===== config.mk =====
export PLATFORM = sky130hd
export DESIGN_NAME = busmaster_dma_seq
export DESIGN_NICKNAME = d
export VERILOG_FILES = /design/src/rtl/dma_seq_pkg.sv /design/src/rtl/dma_ph0_edge.sv /design/src/rtl/dma_tick_cnt.sv /design/src/rtl/dma_xfer_ctr.sv /design/src/rtl/busmaster_dma_seq.sv
export SDC_FILE = /design/constraint.sdc
export NUM_CORES = 1
export LEC_CHECK = 0
export ABC_AREA = 1
export BUFFER_PORTS_ARGS = -buffer_cell sky130_fd_sc_hd__buf_2
export CORE_MARGIN = 2
export CORE_UTILIZATION = 45
export DETAILED_ROUTE_END_ITERATION = 8
export GPL_TIMING_DRIVEN = 0
export PLACE_DENSITY = 0.69
export SLEW_MARGIN = 20
export SYNTH_ARGS = -nofsm -noshare
export SYNTH_HDL_FRONTEND = slang
export SYNTH_SLANG_ARGS = --single-unit

===== constraint.sdc =====
create_clock -name clk -period 3.15 [get_ports clk]
set_input_delay 0 -clock clk [delete_from_list [all_inputs] [get_ports clk]]
set_output_delay 0 -clock clk [all_outputs]
set_load 0.1 [all_outputs]

===== src/rtl/dma_seq_pkg.sv =====
package dma_seq_pkg;
    typedef enum logic [2:0] {
        ST_IDLE,
        ST_WAIT_FALL,
        ST_ASSERT,
        ST_ADDR_DRIVE,
        ST_BANK_WR,
        ST_XFER,
        ST_RELEASE,
        ST_DONE
    } seq_state_t;
endpackage


===== src/rtl/dma_ph0_edge.sv =====
module dma_ph0_edge (
    input  logic clk,
    input  logic rst_n,
    input  logic ph0,
    output logic ph0_q,
    output logic ph0_fall,
    output logic ph0_rise
);
    always_ff @(posedge clk) begin
        if (!rst_n) ph0_q <= 1'b0;
        else        ph0_q <= ph0;
    end

    assign ph0_fall = ph0_q & ~ph0;
    assign ph0_rise = ~ph0_q & ph0;
endmodule


===== src/rtl/dma_tick_cnt.sv =====
module dma_tick_cnt #(
    parameter int TW = 5
) (
    input  logic          clk,
    input  logic          rst_n,
    input  logic          clear,
    output logic [TW-1:0] cnt
);
    always_ff @(posedge clk) begin
        if (!rst_n)          cnt <= '0;
        else if (clear)      cnt <= '0;
        else if (cnt != '1)  cnt <= cnt + 1'b1;
    end
endmodule


===== src/rtl/dma_xfer_ctr.sv =====
module dma_xfer_ctr #(
    parameter int AW = 16,
    parameter int CW = 16
) (
    input  logic          clk,
    input  logic          rst_n,
    input  logic          load,
    input  logic          step,
    input  logic [AW-1:0] base,
    input  logic [CW-1:0] count,
    output logic [CW-1:0] idx,
    output logic [AW-1:0] cur_addr,
    output logic          last
);
    logic [CW-1:0] remaining;
    logic [AW-1:0] base_q;

    always_ff @(posedge clk) begin
        if (!rst_n) begin
            base_q    <= '0;
            remaining <= '0;
            idx       <= '0;
        end else if (load) begin
            base_q    <= base;
            remaining <= count;
            idx       <= '0;
        end else if (step) begin
            idx       <= idx + 1'b1;
            remaining <= remaining - 1'b1;
        end
    end

    assign cur_addr = base_q + AW'(idx);
    assign last     = (remaining == CW'(1));


    no_underflow_chk: assert property (@(posedge clk) disable iff (!rst_n)
        step |-> (remaining != '0));
endmodule


===== src/rtl/busmaster_dma_seq.sv =====
module busmaster_dma_seq
    import dma_seq_pkg::*;
#(
    parameter int          AW               = 16,
    parameter int          CW               = 16,
    parameter int          DW               = 8,
    parameter int          BW               = 8,
    parameter int          TW               = 5,
    parameter int          DMA_WINDOW_TICKS = 12,
    parameter int          ADDR_DELAY_TICKS = 4,
    parameter int          ADDR_LIMIT_TICKS = 15,
    parameter int          RELEASE_TICKS    = 2,
    parameter logic [15:0] BANK_REG_ADDR    = 16'hC037
) (
    input  logic          clk,
    input  logic          rst_n,
    input  logic          ph0,
    input  logic          start,
    input  logic [BW-1:0] start_bank,
    input  logic [AW-1:0] start_base,
    input  logic [CW-1:0] start_count,
    input  logic          start_rd,
    input  logic [DW-1:0] bus_din,
    input  logic [DW-1:0] buf_rdata,
    output logic          dma_oe,
    output logic          dma_lvl,
    output logic [AW-1:0] addr,
    output logic          addr_oe,
    output logic          rw,
    output logic [DW-1:0] dout,
    output logic          dout_oe,
    output logic [CW-1:0] buf_addr,
    output logic          buf_we,
    output logic [DW-1:0] buf_wdata,
    output logic          busy,
    output logic          done
);
    localparam logic [TW-1:0] ADDR_LAST_TICK = TW'(ADDR_DELAY_TICKS - 1);
    localparam logic [TW-1:0] REL_LAST_TICK  = TW'(RELEASE_TICKS - 1);
    localparam logic [TW-1:0] WINDOW_TICK    = TW'(DMA_WINDOW_TICKS);
    localparam logic [TW-1:0] ADDR_MIN_TICK  = TW'(ADDR_DELAY_TICKS);
    localparam logic [TW-1:0] ADDR_MAX_TICK  = TW'(ADDR_LIMIT_TICKS);

    seq_state_t state, next_state;

    logic          ph0_q, ph0_fall, ph0_rise;
    logic [TW-1:0] tick;
    logic          load, step, last;
    logic [CW-1:0] idx;
    logic [AW-1:0] cur_addr;
    logic [BW-1:0] bank_q;
    logic          rd_q;
    logic          bank_done;
    logic          bank_phase;

    dma_ph0_edge u_edge (
        .clk      (clk),
        .rst_n    (rst_n),
        .ph0      (ph0),
        .ph0_q    (ph0_q),
        .ph0_fall (ph0_fall),
        .ph0_rise (ph0_rise)
    );

    dma_tick_cnt #(.TW(TW)) u_tick (
        .clk   (clk),
        .rst_n (rst_n),
        .clear (ph0_fall),
        .cnt   (tick)
    );

    dma_xfer_ctr #(.AW(AW), .CW(CW)) u_ctr (
        .clk      (clk),
        .rst_n    (rst_n),
        .load     (load),
        .step     (step),
        .base     (start_base),
        .count    (start_count),
        .idx      (idx),
        .cur_addr (cur_addr),
        .last     (last)
    );

    assign load = (state == ST_IDLE) && start && (start_count != '0);
    assign step = (state == ST_XFER) && ph0_fall;

    // State register
    always_ff @(posedge clk) begin
        if (!rst_n) state <= ST_IDLE;
        else        state <= next_state;
    end

    // Job context
    always_ff @(posedge clk) begin
        if (!rst_n) begin
            bank_q    <= '0;
            rd_q      <= 1'b0;
            bank_done <= 1'b0;
        end else if (load) begin
            bank_q    <= start_bank;
            rd_q      <= start_rd;
            bank_done <= 1'b0;
        end else if ((state == ST_BANK_WR) && ph0_fall) begin
            bank_done <= 1'b1;
        end
    end

    // Transitions
    always_comb begin
        next_state = state;
        unique case (state)
            ST_IDLE:       if (load) next_state = ST_WAIT_FALL;
            ST_WAIT_FALL:  if (ph0_fall) next_state = ST_ASSERT;
            ST_ASSERT:     if (tick == ADDR_LAST_TICK) next_state = ST_ADDR_DRIVE;
            ST_ADDR_DRIVE: if (ph0_rise) next_state = bank_done ? ST_XFER : ST_BANK_WR;
            ST_BANK_WR:    if (ph0_fall) next_state = ST_ADDR_DRIVE;
            ST_XFER:       if (ph0_fall) next_state = last ? ST_RELEASE : ST_ADDR_DRIVE;
            ST_RELEASE:    if (tick == REL_LAST_TICK) next_state = ST_DONE;
            ST_DONE:       next_state = ST_IDLE;
            default:       next_state = ST_IDLE;
        endcase
    end

    // Outputs
    always_comb begin
        dma_oe     = 1'b0;
        dma_lvl    = 1'b1;
        addr_oe    = 1'b0;
        dout_oe    = 1'b0;
        buf_we     = 1'b0;
        busy       = 1'b1;
        done       = 1'b0;
        bank_phase = 1'b0;
        unique case (state)
            ST_IDLE:       busy = 1'b0;
            ST_WAIT_FALL:  ;
            ST_ASSERT: begin
                dma_oe  = 1'b1;
                dma_lvl = 1'b0;
            end
            ST_ADDR_DRIVE: begin
                dma_oe     = 1'b1;
                dma_lvl    = 1'b0;
                addr_oe    = 1'b1;
                bank_phase = !bank_done;
            end
            ST_BANK_WR: begin
                dma_oe     = 1'b1;
                dma_lvl    = 1'b0;
                addr_oe    = 1'b1;
                bank_phase = 1'b1;
                dout_oe    = ph0_q;
            end
            ST_XFER: begin
                dma_oe  = 1'b1;
                dma_lvl = 1'b0;
                addr_oe = 1'b1;
                dout_oe = ph0_q && !rd_q;
                buf_we  = rd_q && ph0_fall;
            end
            ST_RELEASE:    dma_oe = 1'b1;
            ST_DONE:       done = 1'b1;
            default:       busy = 1'b0;
        endcase
    end

    assign addr      = bank_phase ? AW'(BANK_REG_ADDR) : cur_addr;
    assign rw        = bank_phase ? 1'b0 : rd_q;
    assign dout      = (state == ST_BANK_WR) ? DW'(bank_q) : buf_rdata;
    assign buf_addr  = idx;
    assign buf_wdata = bus_din;


    dma_window_chk: assert property (@(posedge clk) disable iff (!rst_n)
        !$stable({dma_oe, dma_lvl}) |-> (tick < WINDOW_TICK));

    addr_window_chk: assert property (@(posedge clk) disable iff (!rst_n)
        $rose(addr_oe) |-> (tick >= ADDR_MIN_TICK) && (tick <= ADDR_MAX_TICK));

    bank_first_chk: assert property (@(posedge clk) disable iff (!rst_n)
        (addr_oe && (addr != AW'(BANK_REG_ADDR))) |-> bank_done);

    dout_owner_chk: assert property (@(posedge clk) disable iff (!rst_n)
        dout_oe |-> (addr_oe && dma_oe && !dma_lvl));

    release_high_chk: assert property (@(posedge clk) disable iff (!rst_n)
        $fell(dma_oe) |-> $past(dma_lvl));

    done_quiet_chk: assert property (@(posedge clk) disable iff (!rst_n)
        done |-> (!dma_oe && !addr_oe));
endmodule


== Word-level counts from Yosys, hierarchy flattened ==
Cells that the tools add are included.

* Output and inout port bits: 56
* Logic and storage cells: 76
* Bits in read-only memories: 0
* RAM bits: 0
* Bits in latches: 0
* Memories kept: 0
* Register bits: 67
* Input bits: 61

* $mul: 0
* Add/sub/neg operators: 4
* Reduce and logical (&&, ||, !) cells: 17
* Div/mod/pow operators: 0
* Equality and inequality tests: 18
* Bitwise operators: 5
* Multiplexer cells: 23
* Shift operators: 0
* $lt $le $gt $ge: 0

{| class="wikitable"
|+ Operators by type and width
! operator !! number
|-
| 16-bit two-way mux || 3
|-
| 3-bit two-way mux || 8
|-
| 3-bit one-hot mux with 8 select lines || 1
|-
| 16-bit by 1-bit adder with 16-bit output, second input constant || 1
|-
| 16-bit adder || 1
|-
| 16-bit by 1-bit == test with 1-bit output, second input constant || 1
|-
| 16-bit nonzero test || 1
|-
| 16-bit by 1-bit subtractor with 16-bit output, second input constant || 1
|-
| 2-bit inequality test, second input constant || 7
|-
| 3-bit == test, second input constant || 4
|-
| 1-bit two-way mux || 8
|-
| 8-bit two-way mux || 1
|-
| 7-bit AND reduction || 1
|-
| 3-bit by 2-bit == test with 1-bit output, second input constant || 2
|-
| 1-bit logical AND || 6
|-
| 5-bit by 1-bit adder with 5-bit output, second input constant || 1
|-
| 5-bit by 1-bit == test with 1-bit output, second input constant || 1
|-
| 5-bit by 2-bit == test with 1-bit output, second input constant || 1
|-
| 5-bit inequality test, second input constant || 1
|-
| 5-bit OR reduction || 1
|-
| 1-bit one-hot mux with 2 select lines || 2
|-
| 2-bit OR reduction || 2
|-
| 4-bit OR reduction || 1
|-
| 3-bit by 1-bit == test with 1-bit output, second input constant || 1
|-
| 6 further kinds || 10
|}

== Depth between registers and ports, before layout ==
Gate-level depths: netlist of run 1.

* Word-level depth: 5
* Gate-level depth with buffers: 11
* Gate-level depth less buffers: 11

== Hierarchy ==
Synthesis of run 1 repeated with hierarchy kept, for this count alone.

* Cell total of the unflattened synthesis: 711
* Area total of the unflattened synthesis: 4519.3 um^2

{| class="wikitable"
|+ By module, submodules not included
! module !! cells each !! instances !! sequential area each (um^2) !! area each (um^2)
|-
| dma_xfer_ctr || 480 || 1 || 960.9 || 3158.0
|-
| busmaster_dma_seq || 192 || 1 || 260.2 || 1069.8
|-
| dma_tick_cnt || 32 || 1 || 100.1 || 246.5
|-
| dma_ph0_edge || 7 || 1 || 20.0 || 45.0
|}

== Worst setup path before layout of run 1 ==
No wires, ideal clock.

* Kind: register to output
* Start: reg u_ctr.idx[2]
* End: out addr[5]
* Arrival time: 3.932 ns
* Stages on the path, launching flop included: 7
* Path slack: -0.782 ns
* Buffers on the path: 0
* Data required time: 3.150 ns
* Path through: dfxtp_1 ha_1 a21oi_1 nand2_1 nand2_1 nand2_1 o21ai_0

* Cells in the longest elaborated chain, start to end: 2

{| class="wikitable"
|+ RTL lines
! item !! line !! source
|-
| from (decl) || dma_xfer_ctr.sv:11 || <nowiki>output logic [CW-1:0] idx,</nowiki>
|-
| from (signal assigned) || dma_xfer_ctr.sv:28 || <nowiki>idx <= idx + 1'b1;</nowiki>
|-
| 16-bit adder || dma_xfer_ctr.sv:33 || <nowiki>assign cur_addr = base_q + AW'(idx);</nowiki>
|-
| 16-bit two-way mux || busmaster_dma_seq.sv:167 || <nowiki>assign addr = bank_phase ? AW'(BANK_REG_ADDR) : cur_addr;</nowiki>
|-
| to (decl) || busmaster_dma_seq.sv:27 || <nowiki>output logic [AW-1:0] addr,</nowiki>
|}

No other way between the ends.

== Final worst setup path of run 1 ==
* Start: reg u_ctr.idx[0]
* End: out addr[10]

The elaborated chain is that of the path after synthesis.

==> results.txt, run 1 <==
TritonCTS built the clock tree. Dividing the detail-routed wire length by the instance count gives 12.6 um. In this run, synthesis produced a sequential element count of 67.

For this run, the number of standard cells in the final layout without fillers is 1042. Summed over all cells, the static leakage comes to 2.95 nW. Timing analysis after detailed placement gives a worst setup slack of 927 ps. The share of power burned in registers is 0.250. Summed over all instances, the cell type with the most area after synthesis is dfxtp_1. The shortest clock period the worst path allows after layout was 2610 ps.

The clock arrives with 10.9 ps of skew. The row count was 36; the number of ports placed on the die boundary was 117. Clock tree synthesis inserted a total of 9 buffers. The most prevalent standard cell on the critical path was nand2_1. The worst setup path is of the register to primary output kind. On the critical path the largest part of the delay comes from simple AND/OR/NAND/NOR gates. The initial antenna violation count was 0; the number of global-route vias before repair was 4784.

The total of fill cells in the finished design is 992, and the highest achievable clock rate is 383 MHz. For the number of buffers on the longest clock path, the log shows 2. The first global-routing pass estimated 21900 um of wire.

Measured along the y axis, the die boundary spans 105 um. In the routed layout, each cell is associated on average with a via count of 4.93. The share of synthesized registers carrying an async set or reset came out at 0. The detailed placer's ending HPWL is 10100 um, and the largest vdd supply drop is 0.762 mV. The share of final-layout standard cells stronger than drive strength 1 is 0.178, and the share of the yosys chip area belonging to registers is 0.293.

The area fraction of the dominant cell type after synthesis works out to 0.293. The tools report the maximum number of pins on one net before global-route repair as 11. The number of endpoints with negative hold slack in the final report was 0; the H-tree depth reported by CTS was 3.

The peak per-stage delay on the critical path came out at 430 ps. After the last flow step, the layout net total stands at 989. The starting DRC count in detailed routing is 180, and the number of enable flip-flop cells after synthesis is 0.

After clock tree synthesis, the clock-pin slew on the worst setup and hold paths is 70 ps. Data arrives at the worst endpoint at 2610 ps. Power spread over the standard cell area amounts to 772 mW/mm2. The part of the total power dissipated in the clock network is 0.149, and the number of placed instances, taps included is 987. The tool flagged a number of max-cap violations equal to 0. Setup violations remaining at the end of the flow were counted as 0. Summing over every cut layer, the via total after detailed routing is 5135.

The commonest register cell after synthesis was dfxtp_1. For this design, the CTS-stage hold fixing added 41 buffers. Traced cell by cell, the critical path runs through ha_1 > fa_1 > nand3_1 > nand2_1 > nand2_1 > nand2_1 > nand2_1 > nand2_1 > nand2_1 > nand2_1 > nor2_2 > buf_2. The tools report the final number of max-transition violations as 0. The count of nets left with antenna violations after detail routing is 0, and the layout overhead on the synthesized area is 28.9%. For this design the total switching power over the nets is 0.00254 W. The clock sink total was 67; the number of buffers inserted by port buffering was 107. The tools report the cell area after layout as 0.00590 mm2. STA classifies the critical path startpoint as a register.

nand2_1 is the most common cell in the netlist. For the count of yosys warnings during synthesis, the log shows 0. The proportion of total power due to net switching is 0.558. After floorplanning, the core was sized to cover 0.00982 mm2.

Data on the critical path is required at its endpoint by 3150 ps. Synthesis produced 747 cells. The starting density of the core was 0.466; the number of library cell types mapped by synthesis was 36. The global placement routability congestion came out at 0.923. The placed standard-cell area came out at 0.00531 mm2. In this run the worst hold path is classified as primary input to register. For the share of total power in combinational logic, the log shows 0.600.

Dividing the synthesized area by the synthesized cell count gives 6.13 um2. In the final layout, the multi-input gates occupy 0.00281 mm2. After clock tree synthesis, the repair step resized 0 gates.

The slew at the pin closest to its max-slew limit was 577 ps. By area the synthesized netlist is led by dfxtp_1 29%, nand2_1 18%, nor2_1 12%, nand3_1 6.2%, ha_1 5.7%. The count of buffering cells on the critical path with inverters included was 1. The synthesized cell area came out at 0.00458 mm2.

The share of the clock period used by the worst path works out to 0.828. The number of nets in the synthesized netlist is 830. The repair_antennas step left the layout with diodes totalling 0. The tools report the total track usage as 0.243. The kind of end point of the critical path is a primary output. The number of detailed-routing iterations run before antenna repair is 4, and the internal power of the cells is 0.00202 W. After clock tree synthesis, the setup repair step added 0 buffers. The clock reaches the later pin of the worst-skew pair after 340 ps. Cell with the largest stage delay on the worst path: fa_1.

Summed over all layers, the global routing overflow is 0. The worst setup slack after layout came out at 541 ps. The tools report the area of the die as 0.0110 mm2. Across the whole layout, storage elements account for 0.00134 mm2.

The maximum fanout along the worst path works out to 6. In the routed design, unresolved DRC markers number 0. After detailed routing, the total wire length is 13100 um.

The die boundary width works out to 105 um. The relative slew slack was 0.615. The final cell utilization of the core is 0.601.

The flow ran to the end, and the final reports show no timing, DRC or antenna violations. The master cell of the clock root buffer is clkbuf_8. Setup repair after global routing left no endpoint under its margin.

The commonest cells after synthesis are 215 x nand2_1, 149 x nor2_1, 68 x inv_1.
## worst reg2reg max path: stages (launching register included)
cell     delay, ps
dfxtp_1        380
inv_1          150
nand3_2        180
nor2_4         180
nand2_4        100
inv_2          190
buf_6          190
nand2_1         70
nand3_1         80
nand2_1         50
inv_1           60
## layout by cell type, fill, tap and decap left out, drive strengths merged, types with 7 or more instances in the layout
master,synthesis,routed
nor3,7,7
nand2,217,217
a21oi,41,41
inv,72,72
clkbuf,8,21
ha,21,21
nand3,58,58
o21ai,39,39
xor2,12,12
nor2,152,152
dlygate4sd3,0,41
buf,20,127
nand3b,7,7
dfxtp,67,67
## power groups by stage
stage          combinational (W)  clock (W)  sequential, W
2_1_floorplan            0.00224          0        0.00112
3_3_place_gp             0.00267          0        0.00115
3_5_place_dp             0.00269          0        0.00116
4_1_cts                  0.00273   0.000702        0.00114
5_1_grt                  0.00298   0.000732        0.00116
6_report                 0.00274   0.000681        0.00114
## flip-flops by register name (all words and copies together) (netlist names)
register	count
bank_done	1
u_ctr.base_q	16
u_ctr.idx	16
u_ctr.remaining	16
u_edge.ph0_q	1
u_tick.cnt	5
rd_q	1
state	3
bank_q	8
## kinds of logic (layout without fill, tap and decap cells)
| group | count (synthesis) | after routing | share of synthesized area |
|---|---|---|---|
| adders and majority gates | 22 | 22 | 0.0617 |
| and+or+nand+nor | 454 | 454 | 0.413 |
| xor gates and xnor gates | 16 | 16 | 0.0306 |
| AOI/OAI and AO/OA | 88 | 88 | 0.102 |
| DFF | 67 | 67 | 0.293 |
| buffers and inverters | 100 | 262 | 0.0992 |
## metrics by stage
stage | total power [W] | TNS [ps] | hold slack (ps)
floorplan | 0.00336 | -25.1 | 93.5
detailed placement | 0.00385 | 0 | 224
global route | 0.00488 | 0 | 33.6
global placement | 0.00383 | 0 | 222
CTS | 0.00458 | 0 | 1.60
finish | 0.00456 | 0 | 19.4
## final cells by class
cell class,instances,area share
multi-input cells,580,0.476
flip-flops and latches,67,0.227
repair buffers,148,0.160
inverters,72,0.0458
plain buffers,28,0.0312
clock buffers,13,0.0303
well taps,133,0.0282
clock inverters,1,0.00127
## metal layers
metal  GRT usage  vias up  routed length (um)
met5           0        -                   0
met4      0.0914        0                 260
met3      0.0449       21                 715
met2       0.412      145                6260
met1       0.306     2288                5920
li1            -     2681                   -
## worst paths after layout
kind         slack [ps]  depth (start not counted)                 startpoint                          endpoint
max                 540                         12  u_ctr.idx[0]$_SDFFE_PP0P_                          addr[10]
min                  20                          3             start_count[1]   u_ctr.remaining[1]$_SDFFE_PN0P_
max reg2reg        1460                         10      state[2]$_SDFFE_PN0P_  u_ctr.remaining[13]$_SDFFE_PN0P_
min reg2reg         480                          2     bank_q[6]$_SDFFE_PN0P_            bank_q[6]$_SDFFE_PN0P_
Power figures use the tool's default switching activity.
==> run 2, diff against run 1 <==
Settings changed: ABC_AREA 1 to 0, PLACE_DENSITY 0.69 to 0.71.
Clock period 3.15 ns to 2.48 ns, I/O delays scaled along.
==> run 2 against run 1 <==
- the run now ends with setup timing left
- die area is 10% lower
- final cell count is 23% lower
- critical endpoint is now addr[15]
- via count is 14% lower
- register-to-register slack worse by 1200 ps
- largest power group is now sequential cells
- wire length is 5.8% lower
==> results.txt, run 2 <==
The layout overhead on the synthesized area is 43.2%. Cell area power density: 499 mW/mm2 (-35%). The cell with the largest stage delay on the worst path is a311oi_4. The share of the yosys chip area belonging to registers was 0.327 (+0.0339). Clock insertion delay at the later pin of the skew report: 340 ps (about the same).

The cell area after layout was 0.00588 mm2 (-0.45%). The logs give 0 (unchanged) for the initial antenna violation count and 2.59 nW (-12%) for the leakage power of the design. The logic depth of the worst register-to-register path was 8 (-2). The global placement routability congestion was 0.877 (-5.0%). The most used flip-flop cell after synthesis is dfxtp_1.

The number of library cell types mapped by synthesis is 67 (+86%), and the final number of max-transition violations is 0 (unchanged). The die boundary width is 99.5 um (-5.1%). The number of detailed-routing iterations run before antenna repair is 5 (+1). Broken down by cell family, the worst path's largest delay share belongs to compound AO/OA/AOI/OAI gates. The register-to-register path setup slack was 220 ps (-1240 ps); the maximum fanout along the worst path was 2 (-4).

In the final layout, the registers with the most flip-flops are u_ctr.base_q (16), u_ctr.idx (16), u_ctr.remaining (16). For the number of ports placed on the die boundary, the log shows 117 (unchanged). The number of global-route vias before repair was 4206 (-12%). The root buffer cell chosen for the clock tree is clkbuf_8. The placed standard-cell area was 0.00502 mm2 (-5.4%). The path class of the tightest hold or removal check is primary input to register. The aggregate global routing overflow was 0 (unchanged); the clock sink total was 67 (unchanged).

The vertical die dimension is 99.5 um (-5.1%), and the starting DRC count in detailed routing is 211 (+17%). Required arrival time at the worst endpoint: 2480 ps (-670 ps). The synthesized cell area came out at 0.00410 mm2 (-10%).

TritonCTS built the clock tree. The critical path goes through ha_4 > a21o_1 > a32o_2 > o211a_4 > a311oi_4 > mux2i_4 > buf_12. Timing would allow up to 392 MHz. The area fraction of the dominant cell type after synthesis is 0.327 (+0.0339), and the count of max-cap constraint violations is 0 (unchanged). Leaving out fill and tap cells, the most frequent cell in the layout is buf_2. Number of DRC violations after detailed routing: 0 (unchanged). The layout net count was 769 (-22%); the detailed placer's ending HPWL was 8730 um (-14%). Kind of end point of the critical path: a primary output. The logs give 0 (unchanged) for the antenna diode instance count and 734 (-26%) for the total of fill cells in the finished design. The register bit count reported by yosys is 67 (unchanged), and the area of the die is 0.00990 mm2 (-10%). The average via count per standard cell came out at 5.50 (+12%). The tools report the row count as 34 (-5.6%).

The tools report the relative slew slack as 0.516 (-0.0995). The core outline area was 0.00876 mm2 (-11%). The run gives 0.00293 W (-36%) as the post-route total power.

The tools report the worst path arrival time as 2550 ps (-60 ps). Depth of the worst hold-timing path: 4 (+1). The clock-pin slew on the worst setup and hold paths is 80 ps (about the same). Setup repair after global routing could not meet its margin everywhere. nand2_1 is the most common cell in the netlist. The share of the clock period used by the worst path is 1.03.

The largest vdd supply drop came out at 0.386 mV (-49%). Count of nets left with antenna violations after detail routing: 0 (unchanged). For hold timing, the worst endpoint is u_ctr.remaining[9]$_SDFFE_PN0P_. The number of buffers created by CTS was 9 (unchanged). The run gives 0 (unchanged) as the count of yosys warnings during synthesis. Average detailed-routed wire length per instance: 15.5 um (+23%).

The mean area per synthesized cell is 7.88 um2 (+28%). The checks that failed: setup timing. The share of synthesized registers carrying an async set or reset came out at 0 (unchanged).

The run gives 4398 (-14%) as the via count. STA classifies the critical path startpoint as a register. The run gives 521 (-30%) as the gate count after technology mapping. The wire length of the first global-routing pass came out at 20000 um (-8.7%). The endpoint identified for the worst register-to-register timing path is u_ctr.remaining[4]$_SDFFE_PN0P_.

dfxtp_1 takes more of the synthesized area than any other cell. The commonest cells after synthesis are 81 x nand2_1, 67 x dfxtp_1, 53 x nor2_1. The run gives 0.468 (+0.00194) as the starting density of the core.

Detailed-route wire length: 12400 um (-5.8%). The number of buffers inserted by port buffering is 108 (+0.93%), and the number of buffers on the longest clock path is 2 (unchanged). The worst slack at placement came out at 18.9 ps (-908 ps).

The H-tree depth reported by CTS was 3 (unchanged). Number of enable flip-flop cells after synthesis: 0 (unchanged). In the layout the commonest cells are 109 x buf_2, 81 x nand2_1, 51 x a21oi_1. The slew at the pin closest to its max-slew limit works out to 722 ps (+145 ps).

The count of buffering cells on the critical path with inverters included came out at 1 (unchanged). The share of final-layout standard cells stronger than drive strength 1 came out at 0.297 (+0.118). Category of the most critical setup path: register to primary output. The final sum of negative setup slack came out at -87.7 ps (-87.7 ps).

Shortest clock period the worst path allows after layout: 2550 ps. The run finished, with violations left. The logs give 604 (-27%) for the number of nets produced by synthesis and 799 (-23%) for the number of cells in the finished layout apart from fillers. The number of endpoints with negative hold slack in the final report is 0 (unchanged). After synthesis, the cell types taking the most area are dfxtp_1 33%, nand2_1 7.4%, ha_1 6.4%, a21oi_1 6.3%, nor2_1 4.8%. The worst hold path begins at start_count[9]. For the maximum number of pins on one net before global-route repair, the log shows 12 (+1). Peak per-stage delay on the critical path: 370 ps (-60 ps). The final worst clock skew is 12.4 ps (+1.56 ps), and the total track usage is 0.250 (+0.00713).

The logs give 737 (-25%) for the number of placed instances, taps included and -68.3 ps (-610 ps) for the worst setup slack after layout. In this run the critical register-to-register path is launched from state[2]$_SDFFE_PN0P_. The run gives 2 (+2) as the number of setup violations in the final report.
[run 2: cell types whose count changed after synthesis, moves of 9 or more]
cell and delta:
a21o_1 +13, a21oi_1 +12, inv_1 -54, nand2_1 -134, nand2b_1 +9, nand3_1 -46, nor2_1 -96, nor3_1 +10
o21ai_0 -29, xnor2_1 +16
[run 2: stage by stage]
step / utilization / hold WS [ps]
after floorplan: - / 112
after global placement: 0.573 / 242
after detailed placement: 0.573 / 249
after CTS: 0.661 / 7.37
after global routing: 0.670 / 54.0
final: 0.670 / 24.9
[run 2: area by class of cell]
| type | instances | area, um2 | area share |
|---|---|---|---|
| Multi-Input combinational cell | 407 | 2820 | 0.479 |
| Sequential cell | 67 | 1390 | 0.237 |
| Timing Repair Buffer | 156 | 1110 | 0.189 |
| Clock buffer | 14 | 173 | 0.0294 |
| Buffer | 29 | 153 | 0.0260 |
| Tap cell | 108 | 135 | 0.0230 |
| Inverter | 16 | 60.1 | 0.0102 |
| Clock inverter | 2 | 35.0 | 0.00596 |
[run 2: how the worst max path moves through the flow]
stage | startpoint | endpoint | cells past startpoint
finish | u_ctr.base_q[1]$_SDFFE_PN0P_ | addr[15] | 7
global route | u_ctr.base_q[1]$_SDFFE_PN0P_ | addr[15] | 7
CTS | u_ctr.base_q[1]$_SDFFE_PN0P_ | addr[15] | 7
detailed placement | u_ctr.idx[0]$_SDFFE_PP0P_ | addr[14] | 8
global placement | u_ctr.idx[8]$_SDFFE_PP0P_ | addr[15] | 8
floorplan | state[2]$_SDFFE_PN0P_ | addr_oe | 3
[run 2: kinds of logic after synthesis]
group,synth area share
XOR/XNOR,0.0598
adder cells (fa/ha/maj),0.0689
flip-flops,0.327
buffers and inverters,0.0530
multiplexers,0.0366
AO/OA/AOI/OAI,0.202
AND/OR/NAND/NOR,0.252
[run 2: repair_timing]
action                                  4_1_cts  5_1_grt
hold buffers                                 41        0
hold endpoints to repair                     40        0
pin swaps                                     8        6
buffers inserted                              6        1
resized for setup                            29       15
endpoints found under the setup margin        9       10
[run 2: routing by layer]
layer / vias up / track usage / share of wire
met4: 0 / 0.0811 / 0.015
met2: 129 / 0.446 / 0.50
met3: 14 / 0.0302 / 0.045
li1: 2178 / - / -
met1: 2077 / 0.313 / 0.44
met5: - / 0 / 0
[run 2: tightest hold or removal path: cells and delay by family]
kind,cells,cell delay (ps)
compound gates,2,160
buf+inv,1,100
simple gates,1,70
[run 2: report_power, final]
part | internal, W | switching (W)
logic | 0.000267 | 0.000549
registers | 0.00112 | 0.0000472
clock network | 0.000547 | 0.000404
